File: src/rtl/lp_hold_pkg.sv
package lp_hold_pkg;
   typedef enum logic [1:0] {
      ST_IDLE          = 2'd0,
      ST_WAIT_BYTE_END = 2'd1,
      ST_STOP_ACKED    = 2'd2,
      ST_WAKE          = 2'd3
   } lp_state_t;
endpackage

File: src/rtl/lp_hold_fsm.sv
module lp_hold_fsm
   import lp_hold_pkg::*;
(
   input  logic      clk,
   input  logic      rst_n,
   input  logic      lp_req,
   input  logic      hold_eff,
   input  logic      byte_active,
   input  logic      byte_done,
   output lp_state_t state,
   output logic      lp_ack
);
   lp_state_t nxt;

   always_comb begin
      nxt = state;
      unique case (state)
         ST_IDLE: begin
            if (lp_req) begin
               if (hold_eff && byte_active) nxt = ST_WAIT_BYTE_END;
               else                         nxt = ST_STOP_ACKED;
            end
         end
         ST_WAIT_BYTE_END: begin
            if (!lp_req)                         nxt = ST_IDLE;
            else if (byte_done || !byte_active)  nxt = ST_STOP_ACKED;
         end
         ST_STOP_ACKED: begin
            if (!lp_req) nxt = ST_WAKE;
         end
         ST_WAKE: nxt = ST_IDLE;
         default: nxt = ST_IDLE;
      endcase
   end

   always_ff @(posedge clk or negedge rst_n) begin
      if (!rst_n) state <= ST_IDLE;
      else        state <= nxt;
   end

   assign lp_ack = (state == ST_STOP_ACKED);
endmodule

File: src/rtl/lp_hold_flags.sv
module lp_hold_flags
   import lp_hold_pkg::*;
#(
   parameter bit CLEAR_WINS = 1'b1
)(
   input  logic      clk,
   input  logic      rst_n,
   input  lp_state_t state,
   input  logic      lp_req,
   input  logic      hold_eff,
   input  logic      irq_en,
   input  logic      byte_active,
   input  logic      clr,
   output logic      xfer_aborted,
   output logic      tc_irq
);
   logic accept, ev_abort, ev_wake;
   logic irq_snap, touched;
   logic abort_nxt, irq_nxt;
   logic irq_set;

   assign accept   = (state == ST_IDLE) && lp_req;
   assign ev_abort = accept && !hold_eff && byte_active;
   assign ev_wake  = (state == ST_WAKE);
   assign irq_set  = ev_wake && touched && irq_snap;

   generate
      if (CLEAR_WINS) begin : g_clr_first
         always_comb begin
            abort_nxt = clr ? 1'b0 : (xfer_aborted | ev_abort);
            irq_nxt   = clr ? 1'b0 : (tc_irq | irq_set);
         end
      end else begin : g_set_first
         always_comb begin
            abort_nxt = ev_abort ? 1'b1 : (xfer_aborted & ~clr);
            irq_nxt   = irq_set  ? 1'b1 : (tc_irq & ~clr);
         end
      end
   endgenerate

   always_ff @(posedge clk or negedge rst_n) begin
      if (!rst_n) begin
         irq_snap     <= 1'b0;
         touched      <= 1'b0;
         xfer_aborted <= 1'b0;
         tc_irq       <= 1'b0;
      end else begin
         if (accept) begin
            irq_snap <= irq_en;
            touched  <= byte_active;
         end else if (ev_wake) begin
            touched  <= 1'b0;
         end
         xfer_aborted <= abort_nxt;
         tc_irq       <= irq_nxt;
      end
   end
endmodule

File: src/rtl/i2c_lp_holdoff.sv
module i2c_lp_holdoff
   import lp_hold_pkg::*;
#(
   parameter bit HOLD_SUPPORTED = 1'b1,
   parameter bit CLEAR_WINS     = 1'b1
)(
   input  logic clk,
   input  logic rst_n,
   input  logic lp_req,
   input  logic hold_en,
   input  logic irq_en,
   input  logic eng_idle,
   input  logic eng_disabled,
   input  logic byte_busy,
   input  logic byte_done,
   input  logic start_seen,
   input  logic sw_clr,
   output logic lp_ack,
   output logic xfer_aborted,
   output logic tc_irq
);
   lp_state_t state;
   logic      hold_eff;
   logic      byte_active;
   logic      clr;

   generate
      if (HOLD_SUPPORTED) begin : g_hold
         assign hold_eff = hold_en;
      end else begin : g_nohold
         assign hold_eff = 1'b0;
      end
   endgenerate

   assign byte_active = byte_busy && !eng_idle && !eng_disabled;
   assign clr         = sw_clr || start_seen;

   lp_hold_fsm u_fsm (
      .clk         (clk),
      .rst_n       (rst_n),
      .lp_req      (lp_req),
      .hold_eff    (hold_eff),
      .byte_active (byte_active),
      .byte_done   (byte_done),
      .state       (state),
      .lp_ack      (lp_ack)
   );

   lp_hold_flags #(.CLEAR_WINS(CLEAR_WINS)) u_flags (
      .clk          (clk),
      .rst_n        (rst_n),
      .state        (state),
      .lp_req       (lp_req),
      .hold_eff     (hold_eff),
      .irq_en       (irq_en),
      .byte_active  (byte_active),
      .clr          (clr),
      .xfer_aborted (xfer_aborted),
      .tc_irq       (tc_irq)
   );
endmodule

File: config.mk
export PLATFORM = sky130hd
export DESIGN_NAME = i2c_lp_holdoff
export DESIGN_NICKNAME = d
export VERILOG_FILES = /design/src/rtl/lp_hold_pkg.sv /design/src/rtl/lp_hold_fsm.sv /design/src/rtl/lp_hold_flags.sv /design/src/rtl/i2c_lp_holdoff.sv
export SDC_FILE = /design/constraint.sdc
export NUM_CORES = 1
export LEC_CHECK = 0
export ABC_AREA = 1
export BUFFER_PORTS_ARGS = -buffer_cell sky130_fd_sc_hd__buf_4
export CAP_MARGIN = 20
export CORE_AREA = 2 2 39 41
export DETAILED_ROUTE_END_ITERATION = 7
export DIE_AREA = 0 0 41 43
export MAX_ROUTING_LAYER = met4
export PLACE_DENSITY = 0.51
export SYNTH_ARGS = -nofsm -noshare
export SYNTH_HDL_FRONTEND = slang
export SYNTH_HIERARCHICAL = 1
export SYNTH_SLANG_ARGS = --single-unit
File: constraint.sdc
create_clock -name clk -period 1.6 [get_ports clk]
set_clock_uncertainty 0.15 [all_clocks]
set_input_delay 0.32 -clock clk [delete_from_list [all_inputs] [get_ports clk]]
set_output_delay 0.32 -clock clk [all_outputs]
set_load 0.03 [all_outputs]
==> results.yml <==
outcome:
  outcome: "finished clean"
route:
  wl_um: 736
  postRouteAntennaNets: 0
  initialDrtViolationCount: 2
  wl_per_cell_um: 9.09
  vias_per_cell: 4.25
  drc: 0
  via_count: 344
  dr.pass1.iters: 3
floorplanning:
  core_area_um2: 1380
  dieArea_um2: 1760
  die_w_um: 41
  ioPinCount: 14
  fp-row-count: 14
  dieHeight_um: 43
  start_util_pct: 24.4
global_routing:
  grt_pass1_wl_um: 1150
  grt_max_degree: 9
  antenna_found_initial: 0
  grt_overflow: 0
  grt_pass1_vias: 284
  track_usage_pct: 10.1
yosys:
  yosys_warnings: 6
  synth_cells: 48
  yosysTopAreaCell: "dfrtp_1"
  syn-cell-area_um2: 338
  ys_types: 12
  syn_area_per_cell_um2: 7.04
  synth_seq_area_share_pct: 44.4
  ys_ff_latch: 6
  synthesis.nets: 59
  synth_area_leaders: "dfrtp_1, nand2_1, nand3_1, inv_1, nand4_1"
  netlist.area_leader.share_pct: 44.4
sta:
  drv_slew: 0
  setup-violations-final: 0
  finalSetupTns_ns: 0
  fin_crit_sh_pct: 96.0
  rsz0062_at_grt: "no"
  fmax_ghz: 0.651
  hold_viol: 0
  tightest_slew_ns: 0.250
  period_minus_slack_ns: 1.54
  maxSlewHeadroom_pct: 83.3
cells_and_area:
  layout-drive-gt1-share_pct: 33.8
  fin_nets: 78
  area_growth_pct: 44.8
  diodes: 0
clock_tree:
  clockBufferDepth: 2
  clk_pin_slew_ns: 0.05
  root_buffer: "clkbuf_4"
  htreeDepth: 1
  cts_buffers: 3
  clk_latency_ns: 0.24
  cts_setup_buffers: 0
  clock_sinks: 6
  cts_tree: "yes"
power_and_ir_drop:
  total_power_w: 0.000655
  ir_drop_v: 0.000366
  p_per_area_nw_per_um2: 1340
  leakage_nw: 0.266
critical_path:
  reg2reg_slack_ns: 0.44
  critPathMaxFanout: 6
  cp-start-kind: "register"
  worstSetupPathType: "reg2out"
  worstRegToRegCells: 3
  reg2reg_to: "u_flags/xfer_aborted$_DFF_PN0_"
  slowest_stage: "dfrtp_2"
  cp-end-kind: "output pin"
  path_cells: "inv_2 -> nand2_1 -> inv_1 -> buf_4"
  arrival_ns: 1.07
  critical-path-top-delay-family: "flip-flops"
  critPathMaxStageDelay_ns: 0.44
  cp_num_buf_inv: 3
  r2r-start: "u_fsm/state[1]$_DFFE_PN0P_"
  worst_ep_required_time_ns: 1.13
hold_path:
  hold_path_class: "in2reg"
  hold_end: "u_flags/irq_snap$_DFFE_PN0N_"
  min_from: "irq_en"
  whs_path_depth: 3
flow_run:
  cap_viol_max_count: 0
placement:
  gp_congestion: 0.798
  dp_hpwl_um: 585
  numPortBuffers: 13
[kinds of logic (layout without fill, tap and decap cells)]
family          Yosys count  after routing  share of synthesized area (%)
flops                     6              6                           44.4
compound gates            3              3                           4.44
simple gates             29             29                           40.0
buf+inv                  10             27                           11.1
[final cells by class]
cell class                      count  area [um^2]
Sequential cell                     6          151
Multi-Input combinational cell     32          150
Fill cell                         151          895
Clock buffer                        3         22.5
Tap cell                           16         20.0
Inverter                           10         37.5
Timing Repair Buffer               14          108
[layer usage]
| layer | vias up | GRT usage [%] | wire length (um) |
|---|---|---|---|
| met3 | 2 | 1.57 | 35 |
| met2 | 7 | 13.8 | 342 |
| met4 | 0 | 8.00 | 17 |
| met1 | 147 | 12.7 | 340 |
| met5 | - | - | 0 |
| li1 | 188 | - | - |
[how the worst max path moves through the flow]
stage | startpoint | end | slack [ns] | depth (start not counted)
finish | u_fsm/state[0]$_DFFE_PN0P_ | lp_ack | 0.06 | 4
global route | u_fsm/state[0]$_DFFE_PN0P_ | lp_ack | 0.01 | 4
CTS | u_fsm/state[0]$_DFFE_PN0P_ | lp_ack | 0.03 | 4
detailed placement | eng_idle | u_fsm/state[1]$_DFFE_PN0P_ | 0.22 | 9
global placement | eng_idle | u_fsm/state[1]$_DFFE_PN0P_ | 0.23 | 9
floorplan | u_fsm/state[0]$_DFFE_PN0P_ | lp_ack | 0.36 | 3
[worst register-to-register path, delay by kind of cell, from the launching register on]
kind | cells | cell delay, ns
compound gates | 1 | 0.15
flops | 1 | 0.46
simple gates | 2 | 0.33
[flip-flops by register name (all words and copies together) (netlist names)]
signal,count
u_flags/touched,1
u_flags/irq_snap,1
u_fsm/state,2
u_flags/tc_irq,1
u_flags/xfer_aborted,1
[layout by cell type (no fill, tap or decap), drive strengths merged]
master and n:
o21ai 1, inv 10, nor2 4, dfrtp 6
dlygate4sd3 1, a21oi 2, or2 1, clkbuf 3
nand2 13, nand3 9, buf 13, nand4 2
[metrics by stage]
| stage | hold slack (ns) | utilization (%) | setup WS [ns] | std cells | instance area (um^2) |
|---|---|---|---|---|---|
| final | 0.159 | 35.4 | 0.0633 | 81 | 489 |
| after global routing | 0.163 | 35.4 | 0.0127 | 81 | 489 |
| after CTS | 0.155 | 35.3 | 0.0344 | 81 | 488 |
| after detailed placement | -0.0193 | 32.9 | 0.221 | 77 | 455 |
| after global placement | -0.0209 | 32.9 | 0.226 | 77 | 455 |
| after floorplan | -0.126 | - | 0.361 | 48 | 338 |
[what timing repair did]
item                       CTS  global route
hold endpoints to repair     6             0
gates resized for setup      0             1
hold buffers                 1             0
setup endpoints to repair    0             1
[cells in the mapped netlist, drive strengths merged]
master and instances:
nand2 13, nand4 2, or2 1, a21oi 2, inv 10, nor2 4, o21ai 1, dfrtp 6
nand3 9
[where the power goes]
| group | leakage [nW] | switching (W) | internal [W] |
|---|---|---|---|
| clock network | 0.0138 | 0.0000542 | 0.0000848 |
| registers | 0.0764 | 0.0000554 | 0.000196 |
| logic | 0.176 | 0.000158 | 0.000106 |
Note: power is estimated with default switching activity, not from simulation.
